**config.mk**
```make
export PLATFORM = sky130hd
export DESIGN_NAME = addr_byte_compressor
export DESIGN_NICKNAME = d
export VERILOG_FILES = /design/src/rtl/addr_cmp_pkg.sv /design/src/rtl/addr_cmp_mask.sv /design/src/rtl/addr_cmp_tx.sv /design/src/rtl/addr_cmp_rx.sv /design/src/rtl/addr_byte_compressor.sv
export SDC_FILE = /design/constraint.sdc
export NUM_CORES = 1
export LEC_CHECK = 0
export ABC_AREA = 1
export ABC_CLOCK_PERIOD_IN_PS = 2500
export BUFFER_PORTS_ARGS = -buffer_cell sky130_fd_sc_hd__buf_2
export CORE_MARGIN = 10
export CORE_UTILIZATION = 59
export CTS_BUF_LIST = sky130_fd_sc_hd__clkbuf_16
export CTS_CLUSTER_SIZE = 28
export DETAILED_ROUTE_END_ITERATION = 8
export PLACE_DENSITY_LB_ADDON = 0.3
export SYNTH_ARGS = -nofsm -noshare
export SYNTH_HDL_FRONTEND = slang
export SYNTH_SLANG_ARGS = --single-unit
```
**constraint.sdc**
```tcl
create_clock -name clk -period 2.5 [get_ports clk]
set_input_delay 0.5 -clock clk [delete_from_list [all_inputs] [get_ports clk]]
set_output_delay 0.5 -clock clk [all_outputs]
set_load 0.005 [all_outputs]
```
**src/rtl/addr_cmp_pkg.sv**
```systemverilog
package addr_cmp_pkg;
  localparam logic [1:0] KIND_WR  = 2'd0;
  localparam logic [1:0] KIND_RD  = 2'd1;
  localparam logic [1:0] KIND_RSP = 2'd2;

  function automatic logic kind_has_addr(input logic [1:0] k);
    return k != KIND_RSP;
  endfunction
endpackage

```
**src/rtl/addr_cmp_mask.sv**
```systemverilog
module addr_cmp_mask #(
  parameter int ADDR_W = 32,
  parameter int BYTE_W = 8,
  localparam int NB = ADDR_W / BYTE_W
) (
  input  logic [ADDR_W-1:0] cur,
  input  logic [ADDR_W-1:0] prev,
  input  logic              prev_ok,
  input  logic              force_all,
  input  logic              has_addr,
  output logic [NB-1:0]     mask
);
  for (genvar n = 0; n < NB; n++) begin : g_byte
    logic differs;
    assign differs = cur[n*BYTE_W +: BYTE_W] != prev[n*BYTE_W +: BYTE_W];
    assign mask[n] = has_addr & (force_all | ~prev_ok | differs);
  end
endmodule

```
**src/rtl/addr_cmp_tx.sv**
```systemverilog
module addr_cmp_tx
  import addr_cmp_pkg::*;
#(
  parameter int ADDR_W = 32,
  parameter int BYTE_W = 8,
  localparam int NB = ADDR_W / BYTE_W,
  localparam int IDX_W = (NB > 1) ? $clog2(NB) : 1
) (
  input  logic              clk,
  input  logic              rst,
  input  logic              link_err,
  input  logic              req_valid,
  input  logic [1:0]        req_kind,
  input  logic [ADDR_W-1:0] req_addr,
  input  logic              opt_dis,
  output logic              req_ready,
  output logic              hdr_valid,
  output logic [NB-1:0]     hdr_mask,
  output logic [1:0]        hdr_kind,
  output logic              byte_valid,
  output logic [BYTE_W-1:0] byte_data
);
  logic [ADDR_W-1:0] hist;
  logic              hist_ok;
  logic [ADDR_W-1:0] shadow;
  logic [NB-1:0]     pend;
  logic [NB-1:0]     new_mask;
  logic [NB-1:0]     low_bit;
  logic [IDX_W-1:0]  low_idx;
  logic              accept;
  logic              has_addr;

  assign accept    = req_valid & req_ready;
  assign has_addr  = kind_has_addr(req_kind);
  assign req_ready = (pend == '0);
  assign low_bit   = pend & (~pend + 1'b1);

  always_comb begin
    low_idx = '0;
    for (int i = NB - 1; i >= 0; i--) begin
      if (pend[i]) low_idx = IDX_W'(i);
    end
  end

  addr_cmp_mask #(.ADDR_W(ADDR_W), .BYTE_W(BYTE_W)) u_mask (
    .cur       (req_addr),
    .prev      (hist),
    .prev_ok   (hist_ok & ~link_err),
    .force_all (opt_dis),
    .has_addr  (has_addr),
    .mask      (new_mask)
  );

  always_ff @(posedge clk) begin
    if (rst) begin
      hist       <= '0;
      hist_ok    <= 1'b0;
      shadow     <= '0;
      pend       <= '0;
      hdr_valid  <= 1'b0;
      hdr_mask   <= '0;
      hdr_kind   <= KIND_WR;
      byte_valid <= 1'b0;
      byte_data  <= '0;
    end else begin
      hdr_valid  <= 1'b0;
      byte_valid <= 1'b0;
      if (pend != '0) begin
        byte_valid <= 1'b1;
        byte_data  <= shadow[low_idx*BYTE_W +: BYTE_W];
        pend       <= pend & ~low_bit;
      end
      if (link_err) hist_ok <= 1'b0;
      if (accept) begin
        hdr_valid <= 1'b1;
        hdr_mask  <= new_mask;
        hdr_kind  <= req_kind;
        shadow    <= req_addr;
        pend      <= new_mask;
        if (has_addr) begin
          hist    <= req_addr;
          hist_ok <= 1'b1;
        end
      end
    end
  end

  p_resp_nomask_r3: assert property (@(posedge clk) disable iff (rst)
    hdr_valid && hdr_kind == KIND_RSP |-> hdr_mask == '0);
  p_dis_full_r4: assert property (@(posedge clk) disable iff (rst)
    accept && opt_dis && has_addr |=> hdr_valid && hdr_mask == '1);
  p_cold_full_r5: assert property (@(posedge clk) disable iff (rst)
    accept && has_addr && !hist_ok |=> hdr_mask == '1);
  p_no_overlap_r2: assert property (@(posedge clk) disable iff (rst)
    !(hdr_valid && byte_valid));
  p_busy_after_hdr_r8: assert property (@(posedge clk) disable iff (rst)
    hdr_valid && hdr_mask != '0 |-> !req_ready);
endmodule

```
**src/rtl/addr_cmp_rx.sv**
```systemverilog
module addr_cmp_rx
  import addr_cmp_pkg::*;
#(
  parameter int ADDR_W = 32,
  parameter int BYTE_W = 8,
  localparam int NB = ADDR_W / BYTE_W,
  localparam int IDX_W = (NB > 1) ? $clog2(NB) : 1
) (
  input  logic              clk,
  input  logic              rst,
  input  logic              link_err,
  input  logic              hdr_valid,
  input  logic [NB-1:0]     hdr_mask,
  input  logic [1:0]        hdr_kind,
  input  logic              byte_valid,
  input  logic [BYTE_W-1:0] byte_data,
  output logic              addr_valid,
  output logic [ADDR_W-1:0] addr,
  output logic [1:0]        addr_kind
);
  logic [ADDR_W-1:0] hist;
  logic              hist_ok;
  logic [ADDR_W-1:0] work;
  logic [ADDR_W-1:0] merged;
  logic [NB-1:0]     need;
  logic [NB-1:0]     low_bit;
  logic [NB-1:0]     need_next;
  logic [IDX_W-1:0]  low_idx;
  logic [1:0]        cur_kind;

  assign low_bit   = need & (~need + 1'b1);
  assign need_next = need & ~low_bit;

  always_comb begin
    low_idx = '0;
    for (int i = NB - 1; i >= 0; i--) begin
      if (need[i]) low_idx = IDX_W'(i);
    end
    merged = work;
    merged[low_idx*BYTE_W +: BYTE_W] = byte_data;
  end

  always_ff @(posedge clk) begin
    if (rst) begin
      hist       <= '0;
      hist_ok    <= 1'b0;
      work       <= '0;
      need       <= '0;
      cur_kind   <= KIND_WR;
      addr_valid <= 1'b0;
      addr       <= '0;
      addr_kind  <= KIND_WR;
    end else begin
      addr_valid <= 1'b0;
      if (link_err) hist_ok <= 1'b0;
      if (hdr_valid) begin
        cur_kind <= hdr_kind;
        if (!kind_has_addr(hdr_kind)) begin
          addr_valid <= 1'b1;
          addr       <= '0;
          addr_kind  <= hdr_kind;
          need       <= '0;
        end else if (hdr_mask == '0) begin
          addr_valid <= 1'b1;
          addr       <= hist;
          addr_kind  <= hdr_kind;
          need       <= '0;
        end else begin
          need <= hdr_mask;
          work <= hist;
        end
      end else if (byte_valid && need != '0) begin
        work <= merged;
        need <= need_next;
        if (need_next == '0) begin
          addr_valid <= 1'b1;
          addr       <= merged;
          addr_kind  <= cur_kind;
          hist       <= merged;
          hist_ok    <= 1'b1;
        end
      end
    end
  end

  p_cold_full_r5: assert property (@(posedge clk) disable iff (rst)
    hdr_valid && kind_has_addr(hdr_kind) && !hist_ok |-> hdr_mask == '1);
  p_resp_zero_r7: assert property (@(posedge clk) disable iff (rst)
    hdr_valid && hdr_kind == KIND_RSP |=> addr_valid && addr == '0 && addr_kind == KIND_RSP);
  p_hist_keep_r3: assert property (@(posedge clk) disable iff (rst)
    hdr_valid && hdr_kind == KIND_RSP |=> $stable(hist));
  p_done_empty_r6: assert property (@(posedge clk) disable iff (rst)
    addr_valid |-> need == '0);
endmodule

```
**src/rtl/addr_byte_compressor.sv**
```systemverilog
module addr_byte_compressor #(
  parameter int ADDR_W = 32,
  parameter int BYTE_W = 8,
  localparam int NB = ADDR_W / BYTE_W
) (
  input  logic              clk,
  input  logic              rst,
  input  logic              link_err,
  input  logic              tx_req_valid,
  input  logic [1:0]        tx_req_kind,
  input  logic [ADDR_W-1:0] tx_req_addr,
  input  logic              tx_opt_dis,
  output logic              tx_req_ready,
  output logic              tx_hdr_valid,
  output logic [NB-1:0]     tx_hdr_mask,
  output logic [1:0]        tx_hdr_kind,
  output logic              tx_byte_valid,
  output logic [BYTE_W-1:0] tx_byte,
  input  logic              rx_hdr_valid,
  input  logic [NB-1:0]     rx_hdr_mask,
  input  logic [1:0]        rx_hdr_kind,
  input  logic              rx_byte_valid,
  input  logic [BYTE_W-1:0] rx_byte,
  output logic              rx_addr_valid,
  output logic [ADDR_W-1:0] rx_addr,
  output logic [1:0]        rx_addr_kind
);
  addr_cmp_tx #(.ADDR_W(ADDR_W), .BYTE_W(BYTE_W)) u_tx (
    .clk        (clk),
    .rst        (rst),
    .link_err   (link_err),
    .req_valid  (tx_req_valid),
    .req_kind   (tx_req_kind),
    .req_addr   (tx_req_addr),
    .opt_dis    (tx_opt_dis),
    .req_ready  (tx_req_ready),
    .hdr_valid  (tx_hdr_valid),
    .hdr_mask   (tx_hdr_mask),
    .hdr_kind   (tx_hdr_kind),
    .byte_valid (tx_byte_valid),
    .byte_data  (tx_byte)
  );

  addr_cmp_rx #(.ADDR_W(ADDR_W), .BYTE_W(BYTE_W)) u_rx (
    .clk        (clk),
    .rst        (rst),
    .link_err   (link_err),
    .hdr_valid  (rx_hdr_valid),
    .hdr_mask   (rx_hdr_mask),
    .hdr_kind   (rx_hdr_kind),
    .byte_valid (rx_byte_valid),
    .byte_data  (rx_byte),
    .addr_valid (rx_addr_valid),
    .addr       (rx_addr),
    .addr_kind  (rx_addr_kind)
  );
endmodule

```
==> flow_metrics.py <==
metrics = {
    "run_status": {
        "status": "finished clean",
    },
    "power": {
        "ir_drop_mv": 0.5527,
        "p_sw_frac": 0.3123,
        "power_per_cell_area_mw_per_mm2": 753.2,
        "pwr-share-clk": 0.351,
        "p_comb_frac": 0.217,
        "power_mw": 8.100,
        "seqPwrFrac": 0.432,
        "cellLeakagePower_nw": 5.455,
        "power_switching_mw": 2.530,
        "p_int_mw": 5.570,
    },
    "grt": {
        "grt_pass1_vias": 8631,
        "grt-busiest-layer": "met2",
        "grt_util_all_layers": 0.2314,
        "gr-usage-met3": 0.04821,
        "grt_pass1_wl_um": 41670,
        "overflow": 0,
        "grtUsageMet2": 0.3992,
        "grt_max_degree": 96,
        "gr-usage-met1": 0.2789,
        "antenna_found_initial": 0,
    },
    "floorplanning": {
        "core_mm2": 0.01577,
        "die_h_um": 146.2,
        "io_pins": 107,
        "die-width_um": 146.2,
        "start_util": 0.5960,
        "rows": 46,
        "die_area_mm2": 0.02138,
    },
    "synthesis": {
        "synthesis.nets": 1529,
        "yosysWarnings": 0,
        "synth_simple_gate_area_frac": 0.3397,
        "synth_top_area_frac": 0.4047,
        "synth_edf_count": 0,
        "syn_area_per_cell_um2": 6.390,
        "synth.area.top_cells": "dfxtp_1 40%, nand2_1 17%, nor2_1 9.5%, inv_1 6.8%, a21oi_1 6.0%",
        "ys_ff_latch": 190,
        "synth_commonest_cells": "416 x nand2_1, 237 x nor2_1, 190 x dfxtp_1",
        "synthAdderAreaFrac": 0.003994,
        "synth_cells": 1471,
        "synth_top_family_by_area": "simple AND/OR/NAND/NOR gates",
        "synthDistinctLibCells": 29,
        "yosysTopAreaCell": "dfxtp_1",
        "async_flop_share": 0,
        "synth_compound_area_frac": 0.1230,
        "post-synth-top-count-cell": "nand2_1",
        "synth_area_mm2": 0.009399,
        "synthMuxAreaShare": 0,
        "ys.flop_type": "dfxtp_1",
        "seq_area_frac_synth": 0.4047,
        "synthXorXnorAreaFrac": 0.02143,
    },
    "setup_path": {
        "crit_path_cell_trace": "nor2_1 -> buf_4 -> nor2_1 -> nor2_1 -> nand3_2 -> buf_4 -> inv_1 -> buf_4 -> nand2_1 -> a21oi_1",
        "r2r_end": "u_rx.hist[14]$_SDFFE_PP0P_",
        "crit_family": "buffers and inverters",
        "crit_required_ps": 2860,
        "crit_fanout": 25,
        "criticalPathCategory": "register to register",
        "cp-start-kind": "register",
        "reg2reg_depth": 10,
        "endpoint_kind": "register",
        "arrival_ps": 2620,
        "crit_slowest_cell": "dfxtp_1",
        "path_depth": 10,
        "endpoint": "u_rx.hist[14]$_SDFFE_PP0P_",
        "cpPeakStageDelay_ps": 360,
        "r2r_setup_slack_ps": 240,
        "critPathLaunch": "u_rx.need[0]$_SDFFE_PP0P_",
        "reg2reg_from": "u_rx.need[0]$_SDFFE_PP0P_",
        "cp_num_buf_inv": 4,
    },
    "timing": {
        "worstMarginPinSlew_ps": 532.0,
        "finalClockSkew_ps": 8.114,
        "relSlewSlack": 0.6453,
        "hold_viol_final": 0,
        "period_share": 0.9024,
        "fmax_ghz": 0.4433,
        "setup_viol_count_final": 0,
        "slew_viol_final": 0,
        "fin_tns_setup_ps": 0,
        "rsz0062_at_grt": "no",
        "period_needed_ps": 2256,
    },
    "clocking": {
        "worstSkewPairLatency_ps": 440,
        "cts_hold_buf": 0,
        "root_buffer": "clkbuf_16",
        "ctsResizeCount": 0,
        "post_cts_buffers": 0,
        "cts_tree": "done",
        "htreeDepth": 4,
        "clk_pin_slew_ps": 70,
        "numCtsBuffers": 17,
        "clockBufferDepth": 2,
        "cts_sinks": 190,
    },
    "final_layout": {
        "fillerInstances": 1419,
        "areaGrowthSynthToFinish_pct": 14.42,
        "multi_input_comb_area_mm2": 0.004598,
        "drive_gt1_frac": 0.1204,
        "seq_area_mm2": 0.003804,
        "antennaDiodeCount": 0,
        "nets": 1607,
    },
    "placement": {
        "portBuffers": 106,
        "dp_hpwl_um": 16890,
        "place_congestion": 0.9148,
    },
    "hold_path": {
        "worst_hold_path_type": "primary input to register",
    },
    "route": {
        "wire_per_inst_um": 14.13,
        "via_count": 9202,
        "drtIter0Drc": 686,
        "ant_nets": 0,
        "via_per_inst": 5.175,
        "drt-pass1-iter-count": 5,
        "drc": 0,
        "wl_um": 25120,
    },
    "run": {
        "cap_violations": 0,
    },
}
state kept, by name, summed over array words and instances, names as in the netlist:
register and cells:
u_rx.hist 32, u_tx.hdr_kind 2, u_rx.addr 32, u_rx.cur_kind 2
u_rx.need 4, u_tx.pend 4, u_tx.hist 32, u_tx.hist_ok 1
u_tx.byte_data 8, u_rx.addr_kind 2, u_rx.work 32, u_tx.byte_valid 1
u_tx.hdr_mask 4, u_tx.hdr_valid 1, u_rx.addr_valid 1, u_tx.shadow 32
kinds of logic (layout without fill, tap and decap cells):
logic type / after synthesis / after routing
compound gates: 224 / 224
xor+xnor: 23 / 23
fa+ha+maj: 3 / 3
buf+inv: 256 / 347
flops: 190 / 190
simple gates: 775 / 775
power by group through the flow:
stage,logic (mW),registers [mW],clock network (mW)
global route,2.01,3.53,3.00
detailed placement,1.74,3.56,0
CTS,1.75,3.50,2.88
global placement,1.70,3.55,0
floorplan,1.21,3.54,0
finish,1.75,3.50,2.84
per-stage QoR:
step / instances / hold WS [ps] / worst slack (ps) / instance area, um2 / util
after floorplan: 1471 / 424.5 / 280.6 / 9399 / -
after global placement: 1746 / 434.2 / 255.5 / 10130 / 0.6426
after detailed placement: 1746 / 441.1 / 230.4 / 10130 / 0.6426
after CTS: 1778 / 315.8 / 175.2 / 10750 / 0.6815
after global routing: 1778 / 341.5 / 45.55 / 10750 / 0.6819
final: 1778 / 326.7 / 244.1 / 10750 / 0.6819
how the worst min path moves through the flow:
stage | end | cells past startpoint | slack, ps | from
2_1_floorplan | u_tx.shadow[24]$_SDFFE_PP0P_ | 2 | 420 | u_tx.shadow[24]$_SDFFE_PP0P_
3_3_place_gp | u_tx.shadow[31]$_SDFFE_PP0P_ | 2 | 430 | u_tx.shadow[31]$_SDFFE_PP0P_
3_5_place_dp | u_tx.shadow[27]$_SDFFE_PP0P_ | 2 | 440 | u_tx.shadow[27]$_SDFFE_PP0P_
4_1_cts | u_tx.hdr_kind[0]$_SDFFE_PP0P_ | 3 | 320 | tx_req_kind[0]
5_1_grt | u_tx.shadow[20]$_SDFFE_PP0P_ | 3 | 340 | tx_req_addr[20]
6_report | u_tx.hdr_kind[0]$_SDFFE_PP0P_ | 3 | 330 | tx_req_kind[0]
worst reg2reg max path: cells and delay by family, from the launching register on:
kind | cells | cell delay [ps]
AO/OA/AOI/OAI | 1 | 140
flip-flops | 1 | 360
buffers and inverters | 4 | 950
AND/OR/NAND/NOR | 5 | 710
final cells by class:
type,instances,area share
timing repair buffer,136,0.07376
tap,216,0.02513
multi-input combinational,1025,0.4276
sequential,190,0.3537
inverter,179,0.06283
clock buffer,17,0.03956
clock inverter,15,0.01745
cell usage in the layout (no fill, tap or decap), types with 2 or more instances in the layout:
| cell type | synthesis | routed |
|---|---|---|
| a21oi_1 | 113 | 113 |
| clkinv_4 | 0 | 2 |
| o21ai_2 | 2 | 2 |
| nand4_1 | 8 | 8 |
| o211ai_1 | 2 | 2 |
| o21ai_0 | 93 | 93 |
| inv_8 | 0 | 3 |
| inv_2 | 6 | 5 |
| clkbuf_16 | 0 | 17 |
| dfxtp_1 | 190 | 190 |
| ha_1 | 3 | 3 |
| xor2_1 | 11 | 11 |
| nor2_4 | 2 | 2 |
| buf_4 | 3 | 27 |
| buf_12 | 0 | 3 |
| or2_2 | 2 | 2 |
| nand3_1 | 64 | 63 |
| xnor2_1 | 12 | 12 |
| inv_1 | 170 | 170 |
| nor2_1 | 237 | 237 |
| o21ai_1 | 5 | 5 |
| clkinvlp_4 | 0 | 4 |
| bufinv_16 | 0 | 3 |
| o21bai_1 | 8 | 8 |
| nand2_2 | 6 | 5 |
| buf_2 | 28 | 106 |
| clkinv_1 | 3 | 4 |
| nand2_1 | 416 | 416 |
| nand3_2 | 1 | 2 |
| nand3b_1 | 37 | 37 |
routing by layer:
metal / wire, um / part of all wire
met1: 10860 / 0.43
met4: 551 / 0.022
met5: 0 / 0
met2: 12070 / 0.48
met3: 1642 / 0.065
Power figures use the tool's default switching activity.
